`src/rtl/spi_regs_pkg.sv`:
```
package spi_regs_pkg;
  localparam int ADDR_W       = 15;
  localparam int DATA_W       = 8;
  localparam int SYNC_STAGES  = 2;
  localparam int CFG_ADDR     = 0;
  localparam int SCRATCH_ADDR = 9;
  localparam logic [DATA_W-1:0] CFG_RST     = 8'h10;
  localparam logic [DATA_W-1:0] SCRATCH_RST = 8'h00;
  localparam int WIRE4_BIT    = 4;

  typedef enum logic {
    MODE_3W = 1'b0,
    MODE_4W = 1'b1
  } wire_mode_e;
endpackage

```
`src/rtl/spi_in_sync.sv`:
```
module spi_in_sync #(
  parameter int W = 3,
  parameter int STAGES = 2,
  parameter logic [W-1:0] RST_VAL = '0
) (
  input  logic         clk,
  input  logic         rst,
  input  logic [W-1:0] d,
  output logic [W-1:0] q
);
  logic [W-1:0] stg [STAGES];

  always_ff @(posedge clk) begin
    if (rst) begin
      for (int k = 0; k < STAGES; k++) stg[k] <= RST_VAL;
    end else begin
      stg[0] <= d;
      for (int k = 1; k < STAGES; k++) stg[k] <= stg[k-1];
    end
  end

  assign q = stg[STAGES-1];
endmodule

```
`src/rtl/spi_frame_engine.sv`:
```
module spi_frame_engine #(
  parameter int ADDR_W = 15,
  parameter int DATA_W = 8
) (
  input  logic              clk,
  input  logic              rst,
  input  logic              sclk_s,
  input  logic              csb_s,
  input  logic              sdi_s,
  input  logic [DATA_W-1:0] rd_data,
  output logic [ADDR_W-1:0] rd_addr,
  output logic              wr_en,
  output logic [ADDR_W-1:0] wr_addr,
  output logic [DATA_W-1:0] wr_data,
  output logic              drive_bit,
  output logic              drive_en
);
  localparam int INSTR_W = ADDR_W + 1;
  localparam int FRAME_W = INSTR_W + DATA_W;
  localparam int CNT_W   = $clog2(FRAME_W + 1);

  logic              sclk_d;
  logic              active, rise, fall;
  logic [CNT_W-1:0]  bit_cnt;
  logic [INSTR_W-1:0] shreg;
  logic              is_read;
  logic [ADDR_W-1:0] addr_q;
  logic [DATA_W-1:0] tx_shift;

  always_ff @(posedge clk) begin
    if (rst) sclk_d <= 1'b0;
    else     sclk_d <= sclk_s;
  end

  assign active  = ~csb_s;
  assign rise    = active & sclk_s & ~sclk_d;
  assign fall    = active & ~sclk_s & sclk_d;
  assign rd_addr = {shreg[ADDR_W-2:0], sdi_s};

  always_ff @(posedge clk) begin
    if (rst) begin
      bit_cnt   <= '0;
      shreg     <= '0;
      is_read   <= 1'b0;
      addr_q    <= '0;
      tx_shift  <= '0;
      drive_bit <= 1'b0;
      drive_en  <= 1'b0;
    end else if (!active) begin
      bit_cnt  <= '0;
      is_read  <= 1'b0;
      drive_en <= 1'b0;
    end else begin
      if (rise && bit_cnt != CNT_W'(FRAME_W)) begin
        shreg   <= {shreg[INSTR_W-2:0], sdi_s};
        bit_cnt <= bit_cnt + 1'b1;
        if (bit_cnt == CNT_W'(INSTR_W - 1)) begin
          is_read  <= shreg[INSTR_W-2];
          addr_q   <= rd_addr;
          tx_shift <= rd_data;
        end
      end
      if (fall && is_read) begin
        if (bit_cnt == CNT_W'(FRAME_W)) begin
          drive_en <= 1'b0;
        end else if (bit_cnt >= CNT_W'(INSTR_W)) begin
          drive_bit <= tx_shift[DATA_W-1];
          tx_shift  <= {tx_shift[DATA_W-2:0], 1'b0};
          drive_en  <= 1'b1;
        end
      end
    end
  end

  assign wr_en   = rise && !is_read && (bit_cnt == CNT_W'(FRAME_W - 1));
  assign wr_addr = addr_q;
  assign wr_data = {shreg[DATA_W-2:0], sdi_s};

  // output data only moves after a falling serial clock edge
  a_r3_launch_on_fall: assert property (@(posedge clk) disable iff (rst)
    !fall |=> $stable(drive_bit));

  // enable only in the data phase of a read
  a_r6_drive_window: assert property (@(posedge clk) disable iff (rst)
    drive_en |-> (bit_cnt >= CNT_W'(INSTR_W)) && is_read);

  // deselect clears the frame
  a_r7_abort_idle: assert property (@(posedge clk) disable iff (rst)
    csb_s |=> (bit_cnt == '0) && !drive_en);
endmodule

```
`src/rtl/spi_regfile.sv`:
```
module spi_regfile #(
  parameter int ADDR_W = 15,
  parameter int DATA_W = 8,
  parameter int CFG_ADDR = 0,
  parameter int SCRATCH_ADDR = 9,
  parameter logic [DATA_W-1:0] CFG_RST = '0,
  parameter logic [DATA_W-1:0] SCRATCH_RST = '0
) (
  input  logic              clk,
  input  logic              rst,
  input  logic              wr_en,
  input  logic [ADDR_W-1:0] wr_addr,
  input  logic [DATA_W-1:0] wr_data,
  input  logic [ADDR_W-1:0] rd_addr,
  output logic [DATA_W-1:0] rd_data,
  output logic [DATA_W-1:0] cfg_q
);
  logic [DATA_W-1:0] scratch_q;

  always_ff @(posedge clk) begin
    if (rst) begin
      cfg_q     <= CFG_RST;
      scratch_q <= SCRATCH_RST;
    end else if (wr_en) begin
      if (wr_addr == ADDR_W'(CFG_ADDR))     cfg_q     <= wr_data;
      if (wr_addr == ADDR_W'(SCRATCH_ADDR)) scratch_q <= wr_data;
    end
  end

  always_comb begin
    if (rd_addr == ADDR_W'(CFG_ADDR))          rd_data = cfg_q;
    else if (rd_addr == ADDR_W'(SCRATCH_ADDR)) rd_data = scratch_q;
    else                                       rd_data = '0;
  end
endmodule

```
`src/rtl/spi_reg_slave.sv`:
```
module spi_reg_slave
  import spi_regs_pkg::*;
#(
  parameter int P_ADDR_W = ADDR_W,
  parameter int P_DATA_W = DATA_W,
  parameter int P_SYNC   = SYNC_STAGES
) (
  input  logic clk,
  input  logic rst,
  input  logic sclk,
  input  logic csb_n,
  input  logic sdio_i,
  output logic sdo,
  output logic sdo_oe,
  output logic sdio_o,
  output logic sdio_oe
);
  logic [2:0] pins_s;
  logic sclk_s, csb_s, sdi_s;
  logic [P_ADDR_W-1:0] rd_addr, wr_addr;
  logic [P_DATA_W-1:0] rd_data, wr_data, cfg_q;
  logic wr_en, drive_bit, drive_en;
  wire_mode_e mode_act;

  spi_in_sync #(.W(3), .STAGES(P_SYNC), .RST_VAL(3'b010)) u_sync (
    .clk(clk), .rst(rst), .d({sdio_i, csb_n, sclk}), .q(pins_s)
  );
  assign sclk_s = pins_s[0];
  assign csb_s  = pins_s[1];
  assign sdi_s  = pins_s[2];

  spi_frame_engine #(.ADDR_W(P_ADDR_W), .DATA_W(P_DATA_W)) u_engine (
    .clk(clk), .rst(rst), .sclk_s(sclk_s), .csb_s(csb_s), .sdi_s(sdi_s),
    .rd_data(rd_data), .rd_addr(rd_addr), .wr_en(wr_en), .wr_addr(wr_addr),
    .wr_data(wr_data), .drive_bit(drive_bit), .drive_en(drive_en)
  );

  spi_regfile #(
    .ADDR_W(P_ADDR_W), .DATA_W(P_DATA_W), .CFG_ADDR(CFG_ADDR),
    .SCRATCH_ADDR(SCRATCH_ADDR), .CFG_RST(CFG_RST), .SCRATCH_RST(SCRATCH_RST)
  ) u_regs (
    .clk(clk), .rst(rst), .wr_en(wr_en), .wr_addr(wr_addr), .wr_data(wr_data),
    .rd_addr(rd_addr), .rd_data(rd_data), .cfg_q(cfg_q)
  );

  // pin choice is latched only while deselected
  always_ff @(posedge clk) begin
    if (rst)        mode_act <= wire_mode_e'(CFG_RST[WIRE4_BIT]);
    else if (csb_s) mode_act <= wire_mode_e'(cfg_q[WIRE4_BIT]);
  end

  always_ff @(posedge clk) begin
    if (rst) begin
      sdo     <= 1'b0;
      sdo_oe  <= 1'b0;
      sdio_o  <= 1'b0;
      sdio_oe <= 1'b0;
    end else begin
      sdo     <= drive_bit;
      sdio_o  <= drive_bit;
      sdo_oe  <= drive_en && (mode_act == MODE_4W);
      sdio_oe <= drive_en && (mode_act == MODE_3W);
    end
  end

  // pin choice frozen while a frame runs
  a_r9_mode_frozen: assert property (@(posedge clk) disable iff (rst)
    (!csb_s && !$past(csb_s)) |-> $stable(mode_act));

  // pins released after deselect has propagated
  a_r7_pins_released: assert property (@(posedge clk) disable iff (rst)
    (csb_s && $past(csb_s) && $past(csb_s, 2)) |-> (!sdo_oe && !sdio_oe));
endmodule

```
`config.mk`:
```
export PLATFORM = sky130hd
export DESIGN_NAME = spi_reg_slave
export DESIGN_NICKNAME = d
export VERILOG_FILES = /design/src/rtl/spi_regs_pkg.sv /design/src/rtl/spi_in_sync.sv /design/src/rtl/spi_frame_engine.sv /design/src/rtl/spi_regfile.sv /design/src/rtl/spi_reg_slave.sv
export SDC_FILE = /design/constraint.sdc
export NUM_CORES = 1
export LEC_CHECK = 0
export BUFFER_PORTS_ARGS = -buffer_cell sky130_fd_sc_hd__buf_2
export CAP_MARGIN = 20
export CORE_UTILIZATION = 57
export CTS_BUF_LIST = sky130_fd_sc_hd__clkbuf_8
export DETAILED_ROUTE_END_ITERATION = 6
export PLACE_DENSITY = 0.77
export SYNTH_ARGS = -nofsm -noshare
export SYNTH_HDL_FRONTEND = slang
export SYNTH_SLANG_ARGS = --single-unit
```
`constraint.sdc`:
```
create_clock -name clk -period 1.7 [get_ports clk]
set_input_delay 0.255 -clock clk [delete_from_list [all_inputs] [get_ports clk]]
set_output_delay 0.255 -clock clk [all_outputs]
set_load 0.005 [all_outputs]
```
# Word level (Yosys, flattened, before mapping)
# Memories as Yosys holds them, arrays and structs flattened.
# Index checks and enable logic that the tools add are counted.
[classes]
addsub = 1
n_lt_le_gt_ge = 1
eq_ne = 6
n_mux = 14
n_bitwise = 11
n_reduce_logical = 18
[ops]
columns = ["op", "count"]
rows = [
  ["2-to-1 mux 8 bit", 7],
  ["equality test 15 x 4 -> 1 bit, second input constant", 2],
  ["logical NOT 15 bit", 2],
  ["equality test 5 bit, second input constant", 2],
  ["AND reduction 2 bit", 5],
  ["logical AND 1 bit", 6],
  ["2-to-1 mux 3 bit", 2],
  ["adder 5 x 1 -> 5 bit, second input constant", 1],
  ["equality test 5 x 4 -> 1 bit, second input constant", 1],
  ["greater-or-equal comparator 5 bit, second input constant", 1],
  ["2-to-1 mux 1 bit", 5],
  ["!= test 5 bit, second input constant", 1],
  ["inverter 1 bit", 5],
  ["AND 1 bit", 4],
  ["AND reduction 4 bit", 1],
  ["AND reduction 3 bit", 1],
  ["bitwise OR 1 bit", 2],
  ["nonzero test 2 bit", 1],
  ["OR reduction 2 bit", 1],
  ["logical NOT 1 bit", 1],
]
[totals]
regBits = 67
ramBits = 6
input_bits = 5
output_inout_bits = 4
wordCells = 66
mem_count = 1
[mem_list]
columns = ["memory", "depth", "word_bits", "read_ports", "rd_clocked_by_memory_dff", "wr", "line", "source"]
rows = [
  ["u_sync.stg", 2, 3, 2, 0, 2, "spi_in_sync.sv:11", "logic [W-1:0] stg [STAGES];"],
]

# Longest topological paths before layout
[depth]
word_depth = 8
ltp_mapped = 7
mapped_depth_nobuf = 6

# Modules after synthesis
# From an unflattened synthesis, not the netlist that was laid out.
[hier_totals]
cells_unflattened = 356
area_unflattened_um2 = 3225.6
[by_module_without_submodules]
columns = ["module", "n_inst", "cells_each", "area_each_um2", "seq_area_each_um2"]
rows = [
  ["spi_frame_engine", 1, 240, 2055.7, 940.9],
  ["spi_regfile", 1, 91, 863.3, 320.3],
  ["spi_in_sync", 1, 15, 180.2, 120.1],
  ["spi_reg_slave", 1, 10, 126.4, 80.1],
]

# Worst setup path before layout
# No wires, ideal clock.
[synth_path]
path_type = "reg2reg"
start = "register u_engine.bit_cnt[1]"
end = "register u_engine.tx_shift[1]"
setup_ps = 73
t_arrival_ps = 1604
t_required_ps = 1627
setup_slack_ps = 23
stages_incl_launch_ff = 8
n_path_buf = 1
synth_period_minus_slack_ps = 1677
path_cell_list = "dfxtp_1 > ha_1 > and3_1 > ha_1 > nand3_4 > or3_1 > buf_2 > o211ai_2"
[synth_between]
elab_chain_len = 6
elab_cells_between_ends = 10
classes_between = "order compare (1); eq/ne (3); mux (5); reduce/logical (1)"
[synth_rtl]
columns = ["element", "line", "source"]
rows = [
  ["from (decl)", "spi_frame_engine.sv:24", "logic [CNT_W-1:0] bit_cnt;"],
  ["from (signal assigned)", "spi_frame_engine.sv:56", "bit_cnt <= bit_cnt + 1'b1;"],
  ["equality test 5 x 4 -> 1 bit / != test 5 bit (equally long branches)", "spi_frame_engine.sv:57, spi_frame_engine.sv:54", ""],
  ["2-to-1 mux 8 bit / logical AND 1 bit (equally long branches)", "spi_frame_engine.sv:57, spi_frame_engine.sv:54", ""],
  ["2-to-1 mux 8 bit", "spi_frame_engine.sv:54", "if (rise && bit_cnt != CNT_W'(FRAME_W)) begin"],
  ["2-to-1 mux 8 bit", "spi_frame_engine.sv:66", "end else if (bit_cnt >= CNT_W'(INSTR_W)) begin"],
  ["2-to-1 mux 8 bit", "spi_frame_engine.sv:64", "if (bit_cnt == CNT_W'(FRAME_W)) begin"],
  ["2-to-1 mux 8 bit *", "spi_frame_engine.sv:63", "if (fall && is_read) begin"],
  ["to (signal assigned)", "spi_frame_engine.sv:60", "tx_shift <= rd_data;"],
  ["to (signal assigned)", "spi_frame_engine.sv:68", "tx_shift <= {tx_shift[DATA_W-2:0], 1'b0};"],
  ["to (decl)", "spi_frame_engine.sv:28", "logic [DATA_W-1:0] tx_shift;"],
]
# Mark *: on every way between the ends. The rest lies on a longest branch, timed or not.
# A chain may end at the register's enable or synchronous reset.

# Worst setup path after layout
[layout_path]
start = "register u_engine.bit_cnt[0]"
end = "register u_engine.tx_shift[3]"
# The elaborated chain is that of the path after synthesis.

==> results.md <==
- Status: completed
- Antenna diode instance count: 0
- CTS root buffer: clkbuf_8
- Async SR Flop Fraction: 0%
- Crit path required time: 1.94 ns
- Worst Hold Class: primary input to flip-flop
- CTS tree: built
- H-tree depth: 3
- Num rows: 25
- Nets: 359
- Crit share post-route: 96.5%
- Max VDD drop: roughly 0.72 mV
- Largest family of logic cells by synthesized area: simple AND/OR/NAND/NOR gates
- Proportion of synthesized area in mux cells: 5.72%
- Worst Setup SP: u_engine.bit_cnt[0]
- Max-slew violations: 0
- Leak pwr: between 1 and 1.5 nW
- Iteration-0 DRC Markers: between 150 and 200
- Reg clk slew, reported paths: ~0.080 ns
- Min Tclk post-route: 1.64 ns
- # DRC: 0
- Highest clock rate: a little over 600 MHz
- Die width: between 70 and 80 um
- Pwr Density: 863 mW/mm^2
- Layout cells sized above 1: 20.5%
- Syn Inst Count: approximately 330
- Sequential area share after synthesis: around 50%
- Initial antenna violation count: 0
- Synth-to-layout area growth: 16.7%
- Clk Latency, worst-skew pair: 0.35 ns
- GRT Total Usage: 27.3%
- Worst Tran Pin Value: approximately 0.38 ns
- Wirelength per Cell: 16.3 um
- Via/cell ratio: 5.99
- Kind of critical path: flip-flop to flip-flop
- Slowest stage delay, CP: approximately 0.43 ns
- Final Hold Vio Count: 0
- First-pass GRT wire length: 11.0 mm
- GRT overflow: 0
- Floorplan die height: about 74 um
- Simple-gate area share of the yosys netlist: 23.8%
- Synth Area in Compound Gates: roughly 14%
- Die Area: 0.00551 sq mm
- Crit path max fanout: 9
- HP Start: csb_n
- Post-Synth XOR/XNOR Area: less than 1%
- ANT nets after route: 0
- FF+latch count, synth: 73
- Post-synth cell types: between 40 and 50
- First-pass DRT Iterations: 5
- Cell Area, Placed: 0.00323 sq mm
- Crit-path cells: inv_1 -> ha_1 -> and3b_1 -> or3_4 -> nand4_1 -> o211ai_2
- Maxcap violations: 0
- CP Launch Type: flip-flop
- Clock skew: 0.00733 ns
- Initial Utilization: 60.9%
- Finish-stage setup viols: 0
- Via count: about 2500
- CTS Buf Count: 9
- Core Area: 0.00488 sq mm
- Register share of total power: 57.4%
- EDFF count, synth: 0
- Routability cong.: 0.820
- Final WL: a little under 7 mm
- Mapped Area: 0.00297 sq mm
- Clk sink count: 73
- Post-synthesis adder-cell area fraction: 1.26%
- Pint: 2.30 mW
- Yosys Warn Count: 0
- Most used flip-flop cell after synthesis: dfxtp_1
- Psw: a little under 0.7 mW
- Largest net degree at the start of global routing: 39
- Clock buffer depth: 2
- Worst EP arrival: 1.88 ns
- Crit-path slowest cell: or3_4
- Slew HR: 74.4%
- Clock network power share: 40.7%
- Num ports: 9
- Combinational group share of total power: between 1.5 and 2%
- Placed insts: 407
- Crit. End Element: flip-flop
- Syn avg cell area: 9.04 sq um
- Worst R2R Start: u_engine.bit_cnt[0]
- Vias in the first global route: 2352
- Final instance area: around 0.0035 sq mm
- Cts hold-fix bufs: 0
- I/O Buffers: 8
- Synthesized net count: around 340
- Non-Filler Instances: 423
- Post-DP HPWL: 4.44 mm
- Placement Setup Slack: -0.0558 ns
- Setup ws final: roughly 0.06 ns
- Post CTS Setup Buffer Count: 0
- Total power: 2.99 mW
- Net Sw Frac: 23.2%
critical path, delay by kind of cell, from the launching register on:
kind                       cells  cell delay (ns)
DFF                            1             0.37
adders and majority gates      1             0.22
and+or+nand+nor                3             0.79
AOI/OAI and AO/OA              1             0.10
buffers and inverters          1             0.06
stage by stage:
step / utilization [%] / setup TNS, ns / hold slack, ns
CTS: 70.2 / 0 / 0.103
detailed placement: 66.2 / -0.272 / 0.397
global route: 71.1 / -0.00289 / 0.0900
floorplan: - / 0 / 0.359
global placement: 66.2 / -0.0401 / 0.407
finish: 71.1 / 0 / 0.108
cells in the mapped netlist, drive strengths merged (4+ instances only):
master | n | area, sq um
nor4 | 5 | 31.3
dfxtp | 73 | 1460
nor2b | 8 | 50.1
buf | 12 | 66.3
nor2 | 26 | 97.6
nand2 | 21 | 78.8
inv | 5 | 18.8
nand3 | 25 | 138
o211ai | 4 | 50.1
a21oi | 35 | 175
o21ai | 18 | 90.1
nand4 | 21 | 131
a22oi | 8 | 60.1
mux2i | 17 | 170
clkbuf | 14 | 53.8
cell usage in the layout (no fill, tap or decap), types with 10 or more instances in the layout:
master / n
dfxtp_1: 70
buf_4: 23
nor2_1: 26
a21oi_1: 35
mux2i_1: 17
nand3_1: 24
o21ai_0: 16
clkbuf_8: 10
nand4_1: 21
nand2_1: 21
cells by family (layout without fill, tap and decap cells):
logic type	Yosys count	after routing
AND/OR/NAND/NOR	129	129
AO/OA/AOI/OAI	73	73
flip-flops	73	73
buffers and inverters	31	58
multiplexers	17	17
adder cells (fa/ha/maj)	3	3
XOR/XNOR	3	3
registers in the layout, indices dropped and copies added (netlist names):
register	count
sdio_oe	1
u_engine.tx_shift	8
u_sync.stg	6
mode_act	1
u_engine.wr_addr	15
u_regs.scratch_q	8
sdo_oe	1
u_engine.is_read	1
u_engine.shreg	15
u_engine.bit_cnt	5
u_engine.sclk_d	1
sdio_o	1
u_regs.cfg_q	8
u_engine.drive_bit	1
u_engine.drive_en	1
final cells by class:
cell class	count	area [sq um]
flip-flops and latches	73	1470
fillers	374	1410
multi-input cells	225	1400
repair buffers	37	310
clock buffers	10	138
well taps	67	83.8
clock inverters	6	43.8
inverters	5	18.8
final timing paths:
kind / endpoint / slack [ns] / cells after the start
max: u_engine.tx_shift[3] / 0.06 / 6
min: u_sync.stg[0][1] / 0.11 / 2
max reg2reg: u_engine.tx_shift[3] / 0.06 / 6
min reg2reg: u_sync.stg[0][4] / 0.42 / 1
per-layer routing:
layer	up-vias	global-route usage (%)	part of all wire [%]
met3	18	6.64	5.8
li1	1222	-	-
met2	100	45.4	49
met5	-	0	0
met1	1193	32.5	43
met4	0	14.9	2.3
power by group through the flow:
stage / clock network [mW] / registers (mW) / logic [mW]
2_1_floorplan: 0 / 1.76 / 0.0390
3_3_place_gp: 0 / 1.76 / 0.0557
3_5_place_dp: 0 / 1.76 / 0.0551
4_1_cts: 1.24 / 1.72 / 0.0557
5_1_grt: 1.32 / 1.72 / 0.0608
6_report: 1.22 / 1.72 / 0.0566
timing repair:
action / 4_1_cts / 5_1_grt
gates resized for setup: 3 / 14
pin swaps: 0 / 5
setup endpoints to repair: 17 / 42
cloned: 0 / 0
No activity file was read; power rests on OpenSTA's default activity.
